### src/rtl/tfe_pkg.sv
package tfe_pkg;

  typedef enum logic [2:0] {
    ST_IDLE,
    ST_ARM,
    ST_HDR,
    ST_BODY,
    ST_TRL
  } tfe_state_e;

  // Slot markers, emitted from the most significant slot downwards
  localparam int          MARK_SLOTS = 8;
  localparam logic [7:0]  HDR_MARK   = 8'h1D;
  localparam logic [7:0]  TRL_MARK   = 8'hB8;

  // Two-slot half-bit code of one data bit: 1 -> silent,pulsed ; 0 -> pulsed,silent
  function automatic logic [1:0] bit_pair(input logic b);
    return b ? 2'b01 : 2'b10;
  endfunction

endpackage

### src/rtl/tfe_slot_timer.sv
module tfe_slot_timer #(
  parameter int SLOT_LOG2 = 8,
  parameter int SUB_BIT   = 4
) (
  input  logic clk,
  input  logic rst,
  output logic slot_end,
  output logic slot_pre_end,
  output logic sub_next
);
  localparam logic [SLOT_LOG2-1:0] PH_LAST = '1;
  localparam logic [SLOT_LOG2-1:0] PH_PRE  = PH_LAST - 1'b1;

  logic [SLOT_LOG2-1:0] phase_q;
  logic [SLOT_LOG2-1:0] phase_n;

  assign phase_n = phase_q + 1'b1;

  always_ff @(posedge clk) begin
    if (rst) phase_q <= '0;
    else     phase_q <= phase_n;
  end

  assign slot_end     = (phase_q == PH_LAST);
  assign slot_pre_end = (phase_q == PH_PRE);
  assign sub_next     = phase_n[SUB_BIT];

  // the pre-end cycle is always followed by the slot end
  p_pre_then_end_r2: assert property (@(posedge clk) disable iff (rst)
    slot_pre_end |=> slot_end);

endmodule

### src/rtl/tfe_slot_coder.sv
module tfe_slot_coder #(
  parameter int DATA_W = 8
) (
  input  logic [DATA_W-1:0]   data,
  output logic [2*DATA_W-1:0] slots
);
  import tfe_pkg::*;

  // Bit 0 lands in the most significant slot pair so it goes out first
  for (genvar g = 0; g < DATA_W; g++) begin : g_pair
    assign slots[2*DATA_W-1-2*g -: 2] = bit_pair(data[g]);
  end

endmodule

### src/rtl/tfe_frame_ctrl.sv
module tfe_frame_ctrl #(
  parameter int DATA_W = 8
) (
  input  logic                clk,
  input  logic                rst,
  input  logic                slot_end,
  input  logic                slot_pre_end,
  input  logic                sub_next,
  input  logic                start_i,
  input  logic                hdr_only_i,
  input  logic [2*DATA_W-1:0] byte_slots,
  input  logic                tx_valid_i,
  input  logic                tx_last_i,
  output logic                tx_ready_o,
  output logic                mod_o,
  output logic                busy_o
);
  import tfe_pkg::*;

  localparam int SRW = 2 * DATA_W;
  localparam int LW  = $clog2(SRW + 1);
  localparam logic [LW-1:0] LEFT_ONE  = LW'(1);
  localparam logic [LW-1:0] LEFT_MARK = LW'(MARK_SLOTS);
  localparam logic [LW-1:0] LEFT_BYTE = LW'(SRW);
  localparam logic [SRW-1:0] HDR_LOAD = {HDR_MARK, {(SRW-MARK_SLOTS){1'b0}}};
  localparam logic [SRW-1:0] TRL_LOAD = {TRL_MARK, {(SRW-MARK_SLOTS){1'b0}}};

  tfe_state_e     st_q, st_n;
  logic [SRW-1:0] sr_q, sr_n;
  logic [LW-1:0]  left_q, left_n;
  logic           hdr_q, hdr_n;
  logic           last_q, last_n;
  logic           ready_q, ready_n;
  logic           mod_q, mod_n;
  logic           busy_q;
  logic           take;
  logic           unit_done;
  logic           on_air_n;

  assign take      = tx_valid_i & ready_q;
  assign unit_done = (left_q == LEFT_ONE);

  always_comb begin
    st_n   = st_q;
    sr_n   = sr_q;
    left_n = left_q;
    hdr_n  = hdr_q;
    last_n = last_q;
    unique case (st_q)
      ST_IDLE: begin
        if (start_i) begin
          st_n   = ST_ARM;
          hdr_n  = hdr_only_i;
          last_n = 1'b0;
        end
      end
      ST_ARM: begin
        if (slot_end) begin
          st_n   = ST_HDR;
          sr_n   = HDR_LOAD;
          left_n = LEFT_MARK;
        end
      end
      ST_HDR, ST_BODY: begin
        if (slot_end) begin
          if (!unit_done) begin
            sr_n   = {sr_q[SRW-2:0], 1'b0};
            left_n = left_q - 1'b1;
          end else if (st_q == ST_HDR && hdr_q) begin
            st_n = ST_IDLE;
          end else if (take) begin
            st_n   = ST_BODY;
            sr_n   = byte_slots;
            left_n = LEFT_BYTE;
            last_n = tx_last_i;
          end else begin
            st_n   = ST_TRL;
            sr_n   = TRL_LOAD;
            left_n = LEFT_MARK;
          end
        end
      end
      ST_TRL: begin
        if (slot_end) begin
          if (!unit_done) begin
            sr_n   = {sr_q[SRW-2:0], 1'b0};
            left_n = left_q - 1'b1;
          end else begin
            st_n = ST_IDLE;
          end
        end
      end
      default: st_n = ST_IDLE;
    endcase
  end

  // Ready is raised for the last cycle of a unit when another byte may follow
  always_comb begin
    ready_n = slot_pre_end & unit_done &
              (((st_q == ST_HDR) & ~hdr_q) | ((st_q == ST_BODY) & ~last_q));
  end

  assign on_air_n = (st_n == ST_HDR) || (st_n == ST_BODY) || (st_n == ST_TRL);
  assign mod_n    = on_air_n & sr_n[SRW-1] & sub_next;

  always_ff @(posedge clk) begin
    if (rst) begin
      st_q    <= ST_IDLE;
      sr_q    <= '0;
      left_q  <= '0;
      hdr_q   <= 1'b0;
      last_q  <= 1'b0;
      ready_q <= 1'b0;
      mod_q   <= 1'b0;
      busy_q  <= 1'b0;
    end else begin
      st_q    <= st_n;
      sr_q    <= sr_n;
      left_q  <= left_n;
      hdr_q   <= hdr_n;
      last_q  <= last_n;
      ready_q <= ready_n;
      mod_q   <= mod_n;
      busy_q  <= (st_n != ST_IDLE);
    end
  end

  assign tx_ready_o = ready_q;
  assign mod_o      = mod_q;
  assign busy_o     = busy_q;

  // no load switching while idle
  p_idle_quiet_r10: assert property (@(posedge clk) disable iff (rst)
    !busy_q |-> !mod_q);

  // a byte is requested only in the final cycle of a slot
  p_ready_at_edge_r7: assert property (@(posedge clk) disable iff (rst)
    ready_q |-> slot_end);

  // a strobe from idle raises busy next cycle
  p_start_busy_r3: assert property (@(posedge clk) disable iff (rst)
    (!busy_q && start_i) |=> busy_q);

  // mid-frame the sequencer moves only on slot edges, strobe or not
  p_frame_steady_r11: assert property (@(posedge clk) disable iff (rst)
    (busy_q && !slot_end) |=> ($stable(st_q) && $stable(sr_q)));

  // a header-only response never asks for a byte
  p_hdr_only_no_ready_r9: assert property (@(posedge clk) disable iff (rst)
    (busy_q && hdr_q) |-> !ready_q);

  // reset clears the outputs in the following cycle
  p_reset_clears_r12: assert property (@(posedge clk)
    rst |=> (!mod_q && !busy_q && !ready_q));

endmodule

### src/rtl/tag_frame_encoder.sv
module tag_frame_encoder #(
  parameter int SLOT_LOG2 = 8,
  parameter int SUB_BIT   = 4,
  parameter int DATA_W    = 8
) (
  input  logic              clk,
  input  logic              rst,
  input  logic              start_i,
  input  logic              hdr_only_i,
  input  logic [DATA_W-1:0] tx_data_i,
  input  logic              tx_valid_i,
  input  logic              tx_last_i,
  output logic              tx_ready_o,
  output logic              mod_o,
  output logic              busy_o
);
  logic                slot_end;
  logic                slot_pre_end;
  logic                sub_next;
  logic [2*DATA_W-1:0] byte_slots;

  tfe_slot_timer #(
    .SLOT_LOG2 (SLOT_LOG2),
    .SUB_BIT   (SUB_BIT)
  ) i_timer (
    .clk          (clk),
    .rst          (rst),
    .slot_end     (slot_end),
    .slot_pre_end (slot_pre_end),
    .sub_next     (sub_next)
  );

  tfe_slot_coder #(
    .DATA_W (DATA_W)
  ) i_coder (
    .data  (tx_data_i),
    .slots (byte_slots)
  );

  tfe_frame_ctrl #(
    .DATA_W (DATA_W)
  ) i_ctrl (
    .clk          (clk),
    .rst          (rst),
    .slot_end     (slot_end),
    .slot_pre_end (slot_pre_end),
    .sub_next     (sub_next),
    .start_i      (start_i),
    .hdr_only_i   (hdr_only_i),
    .byte_slots   (byte_slots),
    .tx_valid_i   (tx_valid_i),
    .tx_last_i    (tx_last_i),
    .tx_ready_o   (tx_ready_o),
    .mod_o        (mod_o),
    .busy_o       (busy_o)
  );

endmodule

### config.mk
export PLATFORM = sky130hd
export DESIGN_NAME = tag_frame_encoder
export DESIGN_NICKNAME = d
export VERILOG_FILES = /design/src/rtl/tfe_pkg.sv /design/src/rtl/tfe_slot_timer.sv /design/src/rtl/tfe_slot_coder.sv /design/src/rtl/tfe_frame_ctrl.sv /design/src/rtl/tag_frame_encoder.sv
export SDC_FILE = /design/constraint.sdc
export NUM_CORES = 1
export LEC_CHECK = 0
export BUFFER_PORTS_ARGS = -buffer_cell sky130_fd_sc_hd__buf_2
export CAP_MARGIN = 20
export CORE_ASPECT_RATIO = 2
export CORE_MARGIN = 2
export CORE_UTILIZATION = 60
export DETAILED_ROUTE_END_ITERATION = 8
export GPL_TIMING_DRIVEN = 0
export HOLD_SLACK_MARGIN = 0.12
export PLACE_DENSITY = 0.8
export SLEW_MARGIN = 30
export SYNTH_ARGS = -nofsm -noshare
export SYNTH_HDL_FRONTEND = slang
export SYNTH_SLANG_ARGS = --single-unit
export TNS_END_PERCENT = 100
### constraint.sdc
create_clock -name clk -period 3.05 [get_ports clk]
set_input_delay 0.61 -clock clk [delete_from_list [all_inputs] [get_ports clk]]
set_output_delay 0.61 -clock clk [all_outputs]
set_load 0.02 [all_outputs]
==> results.sh <==
export IMPL_pwr_density_cell_nw_per_um2=441.5
export IMPL_path_class="reg2reg"
export IMPL_finalSetupTns_ps=0
export IMPL_vias_per_cell=6.415
export IMPL_path_max_fanout=10
export IMPL_post_place_ws_ps=709.7
export IMPL_antenna_found_initial=0
export IMPL_final_core_util_pct=70.14
export IMPL_die_area_um2=3849
export IMPL_ios=17
export IMPL_regArea_um2=740.7
export IMPL_clock_sinks=37
export IMPL_cts_max_level=2
export IMPL_track_usage_pct=29.78
export IMPL_cts_buffers=5
export IMPL_critPathLaunchType="flip-flop"
export IMPL_leakagePower_uw=0.0007526
export IMPL_relSlewSlack_pct=33.95
export IMPL_areaGrowthSynthToFinish_pct=11.67
export IMPL_max_freq_ghz=0.4086
export IMPL_place_congestion=0.9179
export IMPL_synthArstFlopShare_pct=0
export IMPL_multi_input_area_um2=1170
export IMPL_crit_required_ps=3220
export IMPL_synth_nets=253
export IMPL_setup_viol=0
export IMPL_grt_remaining_overflow=0
export IMPL_wl_per_cell_um=17.50
export IMPL_wirelength_um=5057
export IMPL_core_area_um2=3193
export IMPL_ir_drop_v=0.0004167
export IMPL_whs_ps=458.6
export IMPL_endpoint_kind="flip-flop"
export IMPL_grt_max_degree=13
export IMPL_synth_distinct_cells=53
export IMPL_drc=0
export IMPL_dr_pass1_iters=4
export IMPL_clock_latency_ps=300
export IMPL_synth_cells=235
export IMPL_fill_cells=271
export IMPL_drv_slew=0
export IMPL_row_count=29
export IMPL_cts_buffer_depth=2
export IMPL_cts_tree="yes"
export IMPL_fin_crit_sh_pct=80.23
export IMPL_drive_gt1_share_pct=17.05
export IMPL_max_cap_violations=0
export IMPL_clock_skew_ps=6.147
export IMPL_hold_buffers=0
export IMPL_crit_arrival_ps=2610
export IMPL_cts_resized=0
export IMPL_diodes=0
export IMPL_clk_pin_slew_ps=80
export IMPL_fin_ws_ps=602.8
export IMPL_ant_nets=0
export IMPL_synth_edff_count=0
export IMPL_avgSynthCellArea_um2=8.535
export IMPL_post_cts_buffers=0
export IMPL_initial_core_util_pct=62.81
export IMPL_clockRootBuffer="clkbuf_8"
export IMPL_rsz0062_at_grt="no"
export IMPL_hold_viol_final=0
export IMPL_nets=275
export IMPL_vias=1854
export IMPL_yosys_warnings=0
export IMPL_ys_seq_area_share_pct=36.93
export IMPL_yosys_most_used_dff="dfxtp_1"
export IMPL_syn_area_um2=2006
export IMPL_die_x_um=44.88
export IMPL_die_h_um=85.77
export IMPL_dp_hpwl_um=3786
export IMPL_grt_pass1_vias=1932
export IMPL_grt_pass1_wl_um=8480
export IMPL_status="complete, no violations"
export IMPL_tightest_slew_ps=977.0
export IMPL_period_needed_ps=2447
export IMPL_synth_seq_cells=37
export IMPL_drt_iter0_drc=73
export IMPL_hold_class="reg2reg"
export IMPL_io_buffers=15
## placed cells by master, fill, tap and decap left out, drive strengths merged, types with 5 or more instances in the layout
| cell type | n |
|---|---|
| a211oi | 6 |
| a21oi | 19 |
| a22oi | 6 |
| buf | 23 |
| clkbuf | 12 |
| dfxtp | 37 |
| nand2 | 20 |
| nand3 | 7 |
| nor2 | 30 |
| nor3 | 7 |
| o21ai | 5 |
| or3 | 9 |
## critical path, cell delays in order, from the launching register on
cell,delay [ps]
dfxtp_1,330
inv_1,80
ha_1,160
nor4b_1,620
clkbuf_1,510
a31oi_1,170
a211oi_1,370
nor3_1,70
## report_power, final
| group | internal [uW] | switching (uW) |
|---|---|---|
| registers | 489 | 6.27 |
| logic | 17.9 | 27.4 |
| clock network | 266 | 182 |
| total | 773 | 216 |
## synthesized netlist by cell type (5+ instances only)
master	number	area, um^2
dfxtp_1	37	740.7
nor2_1	29	108.9
nand2_1	20	75.07
a21oi_1	14	70.07
or3_1	9	56.30
nand3_1	7	35.03
nor3_1	7	35.03
a211oi_1	6	45.04
a22oi_1	6	45.04
clkbuf_1	6	22.52
a21oi_2	5	43.79
## routing by layer
metal  GRT usage [%]  vias up  wire [um]
met4           21.12        0        293
li1                -      906          -
met3           5.684       28        228
met5               0        -          0
met2           53.49       65       2786
met1           27.95      855       1748
## logic make-up (layout without fill, tap and decap cells)
logic type	after synthesis	in the layout	share of synthesized area, %
compound gates	60	60	22.27
mux	4	4	1.996
buf+inv	18	41	4.741
xor+xnor	7	7	3.057
fa+ha+maj	4	4	2.495
flops	37	37	36.93
simple gates	105	105	28.51
## state kept, by name (all words and copies together) (netlist names)
register,flops
i_ctrl.busy_o,1
i_ctrl.hdr_q,1
i_ctrl.last_q,1
i_ctrl.left_q,5
i_ctrl.mod_o,1
i_ctrl.sr_q,16
i_ctrl.st_q,3
i_ctrl.tx_ready_o,1
i_timer.phase_q,8
## cell type report
cell class / count / area share [%]
Clock inverter: 2 / 1.676
Tap cell: 31 / 1.732
Sequential cell: 37 / 33.07
Multi-Input combinational cell: 180 / 52.23
Timing Repair Buffer: 15 / 3.352
Clock buffer: 6 / 3.687
Inverter: 4 / 0.6704
Buffer: 14 / 3.575
## stage by stage
stage,cells,power (uW),instance area [um^2]
global placement,281,550.1,2120
detailed placement,281,552.0,2120
CTS,289,991.4,2240
global route,289,1021,2240
finish,289,988.9,2240
floorplan,235,532.1,2006
## path summary, 6_finish.rpt
path,depth (start not counted),slack [ps],to,startpoint
min,2,460,i_ctrl.last_q,i_ctrl.last_q
max reg2reg,7,600,i_ctrl.sr_q[11],i_ctrl.left_q[1]
max,7,600,i_ctrl.sr_q[11],i_ctrl.left_q[1]
min reg2reg,2,460,i_ctrl.last_q,i_ctrl.last_q
(Power assumes the default switching activity.)
